[config.mk]
export PLATFORM = sky130hd
export DESIGN_NAME = ssi_frame_rx
export DESIGN_NICKNAME = d
export VERILOG_FILES = /design/src/rtl/ssi_rx_pkg.sv /design/src/rtl/ssi_rx_sync.sv /design/src/rtl/ssi_rx_seq.sv /design/src/rtl/ssi_rx_shift.sv /design/src/rtl/ssi_rx_unpack.sv /design/src/rtl/ssi_frame_rx.sv
export SDC_FILE = /design/constraint.sdc
export NUM_CORES = 1
export LEC_CHECK = 0
export ABC_AREA = 1
export BUFFER_PORTS_ARGS = -buffer_cell sky130_fd_sc_hd__buf_2
export CAP_MARGIN = 25
export CELL_PAD_IN_SITES_DETAIL_PLACEMENT = 1
export CELL_PAD_IN_SITES_GLOBAL_PLACEMENT = 2
export CORE_MARGIN = 1.5
export CORE_UTILIZATION = 35
export CTS_BUF_LIST = sky130_fd_sc_hd__clkbuf_4
export CTS_CLUSTER_DIAMETER = 80
export DETAILED_ROUTE_END_ITERATION = 12
export HOLD_SLACK_MARGIN = 0.06
export PLACE_DENSITY_LB_ADDON = 0.1
export RECOVER_POWER = 50
export SYNTH_ARGS = -nofsm -noshare
export SYNTH_HDL_FRONTEND = slang
export SYNTH_SLANG_ARGS = --single-unit
[constraint.sdc]
create_clock -name clk -period 1.94 [get_ports clk]
set_input_delay 0.194 -clock clk [delete_from_list [all_inputs] [get_ports clk]]
set_output_delay 0.194 -clock clk [all_outputs]
set_load 0.01 [all_outputs]
[src/rtl/ssi_rx_pkg.sv]
package ssi_rx_pkg;

   localparam logic [11:0] CODE_NONE     = 12'h000;
   localparam logic [11:0] CODE_REVERSED = 12'h109;
   localparam logic [11:0] CODE_SIGNAL   = 12'h10A;
   localparam logic [11:0] CODE_PARITY   = 12'h10B;

   typedef enum logic [2:0] {
      ST_IDLE,
      ST_LOW,
      ST_HIGH,
      ST_MONO,
      ST_DONE
   } seq_state_t;

   typedef struct packed {
      logic rev;
      logic sig;
   } line_fault_t;

endpackage

[src/rtl/ssi_rx_sync.sv]
module ssi_rx_sync #(
   parameter int STAGES = 2
) (
   input  logic clk,
   input  logic rst_n,
   input  logic d_in,
   output logic d_out
);

   generate
      if (STAGES == 0) begin : g_bypass
         assign d_out = d_in;
      end else begin : g_chain
         logic [STAGES-1:0] chain;
         always_ff @(posedge clk or negedge rst_n) begin
            if (!rst_n) chain <= '1;
            else        chain <= {chain[STAGES-1:0] << 1} | {{(STAGES-1){1'b0}}, d_in};
         end
         assign d_out = chain[STAGES-1];
      end
   endgenerate

endmodule

[src/rtl/ssi_rx_seq.sv]
module ssi_rx_seq
   import ssi_rx_pkg::*;
#(
   parameter int FRAME_LEN = 29,
   parameter int HALF_CYC  = 4,
   parameter int MONO_CYC  = 20
) (
   input  logic        clk,
   input  logic        rst_n,
   input  logic        start,
   input  logic        det_en,
   input  logic        data_s,
   output logic        ssi_clk,
   output logic        frame_clr,
   output logic        smp_en,
   output logic        done,
   output line_fault_t fault
);

   localparam int HW = $clog2(HALF_CYC + 1);
   localparam int BW = $clog2(FRAME_LEN + 2);
   localparam int MW = $clog2(MONO_CYC + 1);

   seq_state_t      state;
   logic [HW-1:0]   half_cnt;
   logic [BW-1:0]   bit_idx;
   logic [MW-1:0]   mono_cnt;
   logic            half_last;
   logic            mono_last;
   logic            rev_now;

   assign half_last = (half_cnt == HW'(HALF_CYC - 1));
   assign mono_last = (mono_cnt == MW'(MONO_CYC - 1));
   assign rev_now   = det_en && !data_s;

   assign frame_clr = (state == ST_IDLE) && start && !rev_now;
   assign smp_en    = (state == ST_LOW) && half_last && (bit_idx != '0);
   assign done      = (state == ST_DONE);

   always_ff @(posedge clk or negedge rst_n) begin
      if (!rst_n) begin
         state    <= ST_IDLE;
         ssi_clk  <= 1'b1;
         half_cnt <= '0;
         bit_idx  <= '0;
         mono_cnt <= '0;
         fault    <= '0;
      end else begin
         case (state)
            ST_IDLE: begin
               if (start) begin
                  if (rev_now) begin
                     fault.rev <= 1'b1;
                     fault.sig <= 1'b0;
                     state     <= ST_DONE;
                  end else begin
                     fault    <= '0;
                     ssi_clk  <= 1'b0;
                     half_cnt <= '0;
                     bit_idx  <= '0;
                     state    <= ST_LOW;
                  end
               end
            end
            ST_LOW: begin
               if (half_last) begin
                  ssi_clk  <= 1'b1;
                  half_cnt <= '0;
                  if ((bit_idx == '0) && det_en && data_s) fault.sig <= 1'b1;
                  if (bit_idx == BW'(FRAME_LEN)) begin
                     mono_cnt <= '0;
                     state    <= ST_MONO;
                  end else begin
                     state <= ST_HIGH;
                  end
                  bit_idx <= bit_idx + 1'b1;
               end else begin
                  half_cnt <= half_cnt + 1'b1;
               end
            end
            ST_HIGH: begin
               if (half_last) begin
                  ssi_clk  <= 1'b0;
                  half_cnt <= '0;
                  state    <= ST_LOW;
               end else begin
                  half_cnt <= half_cnt + 1'b1;
               end
            end
            ST_MONO: begin
               if (mono_last) begin
                  if (det_en && !data_s) fault.sig <= 1'b1;
                  state <= ST_DONE;
               end else begin
                  mono_cnt <= mono_cnt + 1'b1;
               end
            end
            ST_DONE: state <= ST_IDLE;
            default: state <= ST_IDLE;
         endcase
      end
   end

endmodule

[src/rtl/ssi_rx_shift.sv]
module ssi_rx_shift #(
   parameter int FRAME_LEN = 29
) (
   input  logic                 clk,
   input  logic                 rst_n,
   input  logic                 clr,
   input  logic                 smp_en,
   input  logic                 bit_in,
   output logic [FRAME_LEN-1:0] word
);

   always_ff @(posedge clk or negedge rst_n) begin
      if (!rst_n)      word <= '0;
      else if (clr)    word <= '0;
      else if (smp_en) word <= {word[FRAME_LEN-2:0], bit_in};
   end

endmodule

[src/rtl/ssi_rx_unpack.sv]
module ssi_rx_unpack
   import ssi_rx_pkg::*;
#(
   parameter int MT_W         = 14,
   parameter int ST_W         = 13,
   parameter int SS_W         = 1,
   parameter int FRAME_LEN    = 29,
   parameter int MON_W        = 32,
   parameter bit CHECK_PARITY = 1'b1
) (
   input  logic                 clk,
   input  logic                 rst_n,
   input  logic                 done,
   input  line_fault_t          fault,
   input  logic                 odd_par,
   input  logic [FRAME_LEN-1:0] word,
   output logic                 valid,
   output logic                 error,
   output logic [11:0]          err_code,
   output logic [MT_W-1:0]      multi_turn,
   output logic [ST_W-1:0]      single_turn,
   output logic [SS_W-1:0]      status,
   output logic [MON_W-1:0]     rx_mon,
   output logic                 pos_upd
);

   localparam int DW = FRAME_LEN - 1;

   logic [DW-1:0]    data;
   logic [MON_W-1:0] mon_next;
   logic             par_bad;
   logic [11:0]      code_next;

   assign data = word[FRAME_LEN-1:1];

   generate
      if (MON_W > DW) begin : g_mon_pad
         assign mon_next = {{(MON_W - DW){1'b0}}, data};
      end else begin : g_mon_full
         assign mon_next = data;
      end
      if (CHECK_PARITY) begin : g_par_on
         assign par_bad = (^word) ^ odd_par;
      end else begin : g_par_off
         assign par_bad = 1'b0;
      end
   endgenerate

   always_comb begin
      if (fault.rev)      code_next = CODE_REVERSED;
      else if (fault.sig) code_next = CODE_SIGNAL;
      else if (par_bad)   code_next = CODE_PARITY;
      else                code_next = CODE_NONE;
   end

   always_ff @(posedge clk or negedge rst_n) begin
      if (!rst_n) begin
         valid       <= 1'b0;
         error       <= 1'b0;
         err_code    <= CODE_NONE;
         multi_turn  <= '0;
         single_turn <= '0;
         status      <= '0;
         rx_mon      <= '0;
         pos_upd     <= 1'b0;
      end else begin
         valid   <= done;
         pos_upd <= 1'b0;
         if (done) begin
            err_code <= code_next;
            error    <= (code_next != CODE_NONE);
            if (!fault.rev) rx_mon <= mon_next;
            if (code_next == CODE_NONE) begin
               multi_turn  <= data[DW-1 -: MT_W];
               single_turn <= data[SS_W +: ST_W];
               status      <= data[0 +: SS_W];
               pos_upd     <= 1'b1;
            end
         end
      end
   end

endmodule

[src/rtl/ssi_frame_rx.sv]
module ssi_frame_rx
   import ssi_rx_pkg::*;
#(
   parameter int MT_W         = 14,
   parameter int ST_W         = 13,
   parameter int SS_W         = 1,
   parameter int FRAME_LEN    = 29,
   parameter int MON_W        = 32,
   parameter int HALF_CYC     = 4,
   parameter int MONO_CYC     = 20,
   parameter int SYNC_STAGES  = 2,
   parameter bit CHECK_PARITY = 1'b1
) (
   input  logic              clk,
   input  logic              rst_n,
   input  logic              start,
   input  logic              det_en,
   input  logic              odd_par,
   output logic              ssi_clk,
   input  logic              ssi_data,
   output logic              valid,
   output logic              error,
   output logic [11:0]       err_code,
   output logic [MT_W-1:0]   multi_turn,
   output logic [ST_W-1:0]   single_turn,
   output logic [SS_W-1:0]   status,
   output logic [MON_W-1:0]  rx_mon,
   output logic              pos_upd
);

   generate
      if (MT_W + ST_W + SS_W + 1 != FRAME_LEN) begin : g_bad_len
         $error("field widths plus parity must equal FRAME_LEN");
      end
      if (FRAME_LEN - 1 > MON_W) begin : g_bad_mon
         $error("data bits do not fit the monitor word");
      end
      if (SS_W < 1 || MT_W < 1 || ST_W < 1) begin : g_bad_field
         $error("every field needs at least one bit");
      end
      if (HALF_CYC <= SYNC_STAGES) begin : g_bad_half
         $error("half period must exceed synchroniser depth");
      end
      if (MONO_CYC <= SYNC_STAGES) begin : g_bad_mono
         $error("monoflop window must exceed synchroniser depth");
      end
   endgenerate

   logic                 data_s;
   logic                 frame_clr;
   logic                 smp_en;
   logic                 done;
   line_fault_t          fault;
   logic [FRAME_LEN-1:0] word;

   ssi_rx_sync #(.STAGES(SYNC_STAGES)) i_sync (
      .clk   (clk),
      .rst_n (rst_n),
      .d_in  (ssi_data),
      .d_out (data_s)
   );

   ssi_rx_seq #(
      .FRAME_LEN (FRAME_LEN),
      .HALF_CYC  (HALF_CYC),
      .MONO_CYC  (MONO_CYC)
   ) i_seq (
      .clk       (clk),
      .rst_n     (rst_n),
      .start     (start),
      .det_en    (det_en),
      .data_s    (data_s),
      .ssi_clk   (ssi_clk),
      .frame_clr (frame_clr),
      .smp_en    (smp_en),
      .done      (done),
      .fault     (fault)
   );

   ssi_rx_shift #(.FRAME_LEN(FRAME_LEN)) i_shift (
      .clk    (clk),
      .rst_n  (rst_n),
      .clr    (frame_clr),
      .smp_en (smp_en),
      .bit_in (data_s),
      .word   (word)
   );

   ssi_rx_unpack #(
      .MT_W         (MT_W),
      .ST_W         (ST_W),
      .SS_W         (SS_W),
      .FRAME_LEN    (FRAME_LEN),
      .MON_W        (MON_W),
      .CHECK_PARITY (CHECK_PARITY)
   ) i_unpack (
      .clk         (clk),
      .rst_n       (rst_n),
      .done        (done),
      .fault       (fault),
      .odd_par     (odd_par),
      .word        (word),
      .valid       (valid),
      .error       (error),
      .err_code    (err_code),
      .multi_turn  (multi_turn),
      .single_turn (single_turn),
      .status      (status),
      .rx_mon      (rx_mon),
      .pos_upd     (pos_upd)
   );

endmodule

==> run_results.csv, run 1 <==
group,metric,value,unit
critical_path,required,2320,ps
grt,grt_max_degree,49,
synthesis,avgSynthCellArea,8.250,µm²
power_and_ir_drop,switchingPower,0.002727,W
floorplan,num_rows,44,
critical_path,ff2ff_path_depth,15,
power_and_ir_drop,p_leak,3.297,nW
detailed_routing,via_count,4397,
cts,clock_path_buffers,2,
placement,dp_hpwl,9687,µm
detailed_routing,via_per_inst,4.785,
synthesis,synth_cell_types,32,
grt,grt_overflow,0,
detailed_routing,drtIter0Drc,161,
critical_path,r2r_slack,20,ps
synthesis,ys_ff_latch,112,
critical_path,critPathKind,"flop to flop",
critical_path,worstPathMaxFanout,7,
cts,insertion_delay,480,ps
cts,htree_levels,3,
synthesis,synth-edff-count,0,
critical_path,worstReg2RegEnd,"i_unpack.single_turn[1]",
status,outcome,"finished, final reports clean",
sta,period_share,98.80,%
finish,layout.nets,741,
sta,worst_pin_slew,851.8,ps
sta,slew-limit-headroom,43.21,%
detailed_routing,route.detailed.drc,0,
detailed_routing,avgRoutedWirePerCell,15.13,µm
synthesis,ys_seq_area_share,54.43,%
finish,drive_gt1_share,29.80,%
cts,cts_tree,"done",
floorplan,die_height,124.4,µm
floorplan,dieWidth,124.4,µm
synthesis,synth_cells,625,
power_and_ir_drop,pwr-share-clk,17.3,%
critical_path,critPathLaunchType,"flop",
finish,syn2layout_area_growth,23.00,%
floorplan,die_area,15470,µm²
cts,cts-root-buf,"clkbuf_4",
finish,fin_area,6342,µm²
synthesis,synth_area,5156,µm²
sta,rsz0062_at_grt,"yes",
detailed_routing,drt-total-wl,13900,µm
grt,grt_usage,17.90,%
placement,placed_area,5788,µm²
min_path,worstHoldPathType,"primary input to flop",
power_and_ir_drop,switching_share,39.26,%
floorplan,boundaryPins,82,
finish,diodes,0,
sta,setup_viol,0,
sta,max_freq,0.5217,GHz
run,cap_violations,0,
power_and_ir_drop,irDropWorstVdd,0.6978,mV
placement,globalplace.congestion,0.7760,
cts,cts_buffers,9,
min_path,hold_end,"i_seq.fault[0]",
synthesis,async_flop_share,100.0,%
detailed_routing,postRouteAntennaNets,0,
sta,finalMaxSlewViolations,0,
detailed_routing,drtPass1Iterations,4,
synthesis,ys_warn_count,0,
synthesis,ys.flop_type,"dfrtp_1",
grt,grt_pass1_wl,22690,µm
min_path,worstHoldPathCells,4,
cts,clock_sinks,112,
critical_path,critPathCaptureType,"flop",
power_and_ir_drop,power.total,0.006946,W
cts,clk_pin_slew,160,ps
critical_path,crit_arrival,2300,ps
grt,first_global_vias,4530,
power_and_ir_drop,seqPwrFrac,45.0,%
placement,numPortBuffers,69,
power_and_ir_drop,power.density,1095,nW/µm²
floorplan,initial_core_util,35.61,%
sta,fin_skew,20.13,ps
floorplan,coreArea,14480,µm²
power_and_ir_drop,combPwrFrac,37.8,%
sta,fin_crit,1917,ps
min_path,min_from,"start",
critical_path,r2r_start,"i_shift.word[8]",
sta,final-hold-violation-count,0,
grt,antenna_found_initial,0,
power_and_ir_drop,power.internal,0.004219,W
finish,nFillCells,1753,
worst max-delay path by stage:
stage | endpoint | from | slack (ps)
final | i_unpack.single_turn[1] | i_shift.word[8] | 20
after global routing | i_unpack.single_turn[6] | i_shift.word[8] | -120
after CTS | i_unpack.multi_turn[1] | i_shift.word[2] | -10
after detailed placement | i_unpack.err_code[1] | i_shift.word[2] | 9
after global placement | i_unpack.err_code[1] | i_shift.word[2] | 80
after floorplan | i_unpack.single_turn[10] | i_shift.word[22] | 220
critical path, stage by stage (launching register included):
cell	delay, ps
dfrtp_2	480
buf_4	150
nand2_1	70
nand2_1	60
nand3_1	80
nand2_1	60
nand2_1	70
nand2_2	70
inv_2	50
nand3_2	80
nand3_2	120
nand4_1	120
buf_6	160
buf_6	140
nand2_1	70
nand2_1	50
synth_stat cells (2+ instances only):
| cell type | n | area (µm²) |
|---|---|---|
| inv_2 | 9 | 33.78 |
| xnor2_1 | 5 | 43.79 |
| ha_1 | 5 | 62.56 |
| nand4_1 | 5 | 31.28 |
| xor2_1 | 4 | 35.03 |
| nand2_2 | 2 | 12.51 |
| a21oi_1 | 12 | 60.06 |
| inv_1 | 45 | 168.9 |
| buf_4 | 19 | 142.6 |
| buf_2 | 7 | 35.03 |
| nor3_1 | 5 | 25.02 |
| o21ai_0 | 46 | 230.2 |
| nor2_1 | 34 | 127.6 |
| clkinv_1 | 2 | 7.510 |
| nand2_1 | 231 | 867.1 |
| dfrtp_1 | 109 | 2728 |
| dfstp_2 | 3 | 78.83 |
| nand3_1 | 45 | 225.2 |
| clkbuf_1 | 14 | 52.55 |
| nand3b_1 | 2 | 15.01 |
| o22ai_1 | 2 | 12.51 |
| a32o_1 | 9 | 90.09 |
power groups by stage:
stage	clock network, W	registers (W)	logic [W]
after floorplan	0	0.00329	0.00134
after global placement	0	0.00314	0.00247
after detailed placement	0	0.00317	0.00252
after CTS	0.00126	0.00312	0.00254
after global routing	0.00133	0.00320	0.00297
final	0.00120	0.00312	0.00262
layout make-up:
class	count	area, µm²	area share, %
clock buffers	11	82.58	1.302
clock inverters	5	57.56	0.9075
inverters	56	212.7	3.354
multi-input cells	427	2145	33.81
flip-flops and latches	112	2825	44.55
well taps	184	230.2	3.630
repair buffers	124	789.5	12.45
flip-flops by register name (all words and copies together) (netlist names):
| signal | count |
|---|---|
| i_unpack.rx_mon | 28 |
| i_seq.bit_idx | 5 |
| i_seq.fault | 2 |
| i_unpack.pos_upd | 1 |
| i_unpack.multi_turn | 14 |
| i_seq.half_cnt | 3 |
| i_seq.ssi_clk | 1 |
| i_unpack.status | 1 |
| i_unpack.err_code | 3 |
| i_unpack.valid | 1 |
| i_seq.mono_cnt | 5 |
| i_unpack.single_turn | 13 |
| i_shift.word | 29 |
| i_sync.g_chain.chain | 2 |
| i_unpack.error | 1 |
| i_seq.state | 3 |
through the flow:
stage,instances,setup TNS (ps),hold slack [ps],worst slack (ps),utilization [%]
2_1_floorplan,636,0,-101.6,217.3,-
3_3_place_gp,876,0,180.8,84.52,39.98
3_5_place_dp,876,0,191.3,9.470,39.98
4_1_cts,895,-41.57,137.9,-14.36,41.22
5_1_grt,919,-2882,187.4,-124.3,43.80
6_report,919,0,164.6,23.22,43.80
routing by layer:
metal | wire length, µm | global-route usage [%]
met2 | 6726 | 30.16
met3 | 344 | 2.577
met5 | 0 | 0
met1 | 6593 | 23.80
met4 | 240 | 5.747
cells in the final DEF (no fill, tap or decap), types with 11 or more instances in the layout:
cell,instances
clkbuf_4,11
inv_2,23
nand2_1,201
dfrtp_2,15
o21ai_0,45
nand3_1,41
nand2_2,31
a21oi_1,11
inv_1,32
buf_2,57
nor2_1,25
clkbuf_1,14
dfrtp_1,94
conb_1,12
buf_4,39
cell families after synthesis:
kind of cell | after synthesis | share of synthesized area [%]
and+or+nand+nor | 326 | 25.53
DFF | 112 | 54.43
buffers and inverters | 97 | 8.760
AOI/OAI and AO/OA | 75 | 8.469
xor gates and xnor gates | 9 | 1.529
adders and majority gates | 5 | 1.213
other | 1 | 0.07273
repair_timing:
action                                 in CTS  in global routing
gates resized for setup                     4                101
pin swaps                                   0                 10
hold buffers                                2                  0
cloned                                      0                  3
setup buffers                               1                 21
endpoints found under the hold margin     102                  0
setup endpoints to repair                  20                 68
(Power assumes the default switching activity.)
==> inputs of run 2 (changes only) <==
- BUFFER_PORTS_ARGS: -buffer_cell sky130_fd_sc_hd__buf_2 -> -buffer_cell sky130_fd_sc_hd__clkbuf_2
==> run 2 against run 1 <==
  * Global-route usage increased by 0.47 points
  * Clock-buffer cell count decreased by 1
  * Combinational power increased by 9.9%
  * First-iteration DRC count increased by 15%
  * The run now ends with negative setup slack left
  * Fmax decreased by 6.0%
  * Sequential share of layout area decreased by 0.80 points
  * Sequential power increased by 1%
  * Routed wire length increased by 2.6%
  * Utilization increased by 0.74 points
  * Largest cell class unchanged
  * Total power increased by 1.6%
  * Worst setup slack got worse by 120 ps
==> run_results.csv, run 2 (synthesis results as in run 1) <==
group,metric,value,unit
critical_path,crit_arrival,2460,ps
detailed_routing,drt-total-wl,14260,µm
floorplan,initial_core_util,35.61,%
critical_path,critPathCaptureType,"flop",
grt,grt_max_degree,49,
cts,cts_tree,"done",
sta,final-hold-violation-count,0,
critical_path,critPathKind,"flop to flop",
finish,ff_latch_area,2821,µm²
sta,worst_pin_slew,945.6,ps
detailed_routing,via_per_inst,4.824,
detailed_routing,avgRoutedWirePerCell,15.53,µm
status,violations,"negative setup slack",
status,outcome,"complete, but fails checks",
power_and_ir_drop,combPwrFrac,40.8,%
floorplan,die_height,124.4,µm
grt,grt_overflow,0,
min_path,worstHoldPathType,"primary input to flop",
finish,top_register,"i_shift.word",
placement,globalplace.congestion,0.7843,
power_and_ir_drop,power.total,0.007058,W
finish,largestRegisters,"i_shift.word (29), i_unpack.rx_mon (28), i_unpack.multi_turn (14)",
floorplan,coreArea,14480,µm²
cts,htree_levels,3,
critical_path,required,2360,ps
power_and_ir_drop,irDropWorstVdd,0.4500,mV
sta,period_share,105.1,%
grt,grt_pass1_wl,22940,µm
power_and_ir_drop,seqPwrFrac,44.8,%
sta,slew-limit-headroom,36.96,%
grt,first_global_vias,4470,
cts,clk_pin_slew,160,ps
sta,max_freq,0.4906,GHz
power_and_ir_drop,switchingPower,0.002851,W
grt,grt_usage,18.38,%
detailed_routing,drtIter0Drc,185,
floorplan,num_rows,44,
sta,setup_viol,31,
sta,fin_crit,2038,ps
cts,cts_buffers,9,
finish,layout_commonest_cell,"nand2_1",
sta,worst_slack,-98.20,ps
finish,multiInputGateArea,2250,µm²
power_and_ir_drop,power.internal,0.004208,W
placement,dp_hpwl,9869,µm
power_and_ir_drop,pwr-share-clk,14.4,%
detailed_routing,via_count,4428,
finish,largest_reg_flops,29,
finish,layout.nets,741,
cts,cts-root-buf,"clkbuf_4",
power_and_ir_drop,p_leak,3.293,nW
sta,rsz0062_at_grt,"yes",
floorplan,dieWidth,124.4,µm
finish,syn2layout_area_growth,25.09,%
finish,diodes,0,
finish,nFillCells,1771,
sta,setup_tns,-2278,ps
floorplan,boundaryPins,82,
floorplan,die_area,15470,µm²
detailed_routing,route.detailed.drc,0,
placement,numPortBuffers,69,
finish,utilization,44.55,%
finish,drive_gt1_share,31.20,%
detailed_routing,drtPass1Iterations,4,
grt,antenna_found_initial,0,
cts,insertion_delay,480,ps
detailed_routing,postRouteAntennaNets,0,
power_and_ir_drop,power.density,1094,nW/µm²
critical_path,critPathLaunchType,"flop",
run,cap_violations,0,
finish,final_cell_mix,"185 x nand2_1, 97 x dfrtp_1, 58 x clkbuf_2",
critical_path,worstPathMaxFanout,6,
cts,clock_sinks,112,
cts,clock_path_buffers,2,
sta,fin_skew,22.86,ps
sta,finalMaxSlewViolations,0,
power_and_ir_drop,switching_share,40.39,%
-- run 2: area by class of cell --
cell class,count,share of cell area [%]
Clock inverter,5,0.3880
Sequential cell,112,43.74
Inverter,56,3.298
Tap cell,184,3.569
Multi-Input combinational cell,427,34.88
Clock buffer,10,1.164
Timing Repair Buffer,124,12.96
-- run 2: layer usage --
| metal | routed length [µm] | vias up | GRT usage [%] |
|---|---|---|---|
| li1 | - | 2166 | - |
| met5 | 0 | - | 0 |
| met3 | 316 | 14 | 2.534 |
| met1 | 6709 | 2185 | 24.66 |
| met2 | 6971 | 63 | 30.58 |
| met4 | 263 | 0 | 6.288 |
-- run 2: timing repair --
item                                    CTS  global route
endpoints found under the setup margin   16            57
setup buffers                             0            20
cloned                                    0             4
hold buffers                              2             0
endpoints found under the hold margin    47             0
pin swaps                                 0            18
gates resized for setup                   2           124
-- run 2: path summary, 6_finish.rpt --
path | from | endpoint | slack [ps] | cells past startpoint
setup / recovery | i_shift.word[6] | i_unpack.multi_turn[4] | -100 | 13
min in group asynchronous | rst_n | i_unpack.rx_mon[22] | 360 | 2
max in group asynchronous | rst_n | i_shift.word[18] | 210 | 3
setup reg to reg | i_shift.word[6] | i_unpack.multi_turn[4] | -100 | 13
hold reg to reg | i_sync.g_chain.chain[0] | i_sync.g_chain.chain[1] | 370 | 0
hold / removal | start | i_seq.fault[0] | 140 | 4
-- run 2: worst max-delay path, cell delays in order (launching register included) --
cell and delay, ps:
dfrtp_1 490, xor2_1 280, nand3_2 120, nand3b_1 190, nand2_2 100, nand2_4 90, nand2_4 50, nand2_4 70
nand2_4 50, nor2_4 100, buf_4 150, clkbuf_16 150, nand3_2 60, nand2_1 70
-- run 2: metrics by stage --
step | setup slack, ps | hold WS (ps) | cells | instance area (µm²)
2_1_floorplan | 217.3 | -101.6 | 636 | 5197
3_3_place_gp | 83.60 | 205.5 | 877 | 5783
3_5_place_dp | 8.107 | 208.3 | 877 | 5783
4_1_cts | -22.61 | 96.17 | 894 | 5908
5_1_grt | -172.4 | 141.6 | 918 | 6450
6_report | -98.20 | 135.1 | 918 | 6450
-- run 2: power by group through the flow --
stage / logic [W] / registers (W) / clock network [W]
3_5_place_dp: 0.00254 / 0.00319 / 0
2_1_floorplan: 0.00134 / 0.00329 / 0
6_report: 0.00288 / 0.00316 / 0.00102
3_3_place_gp: 0.00248 / 0.00316 / 0
4_1_cts: 0.00256 / 0.00314 / 0.00107
5_1_grt: 0.00322 / 0.00324 / 0.00114
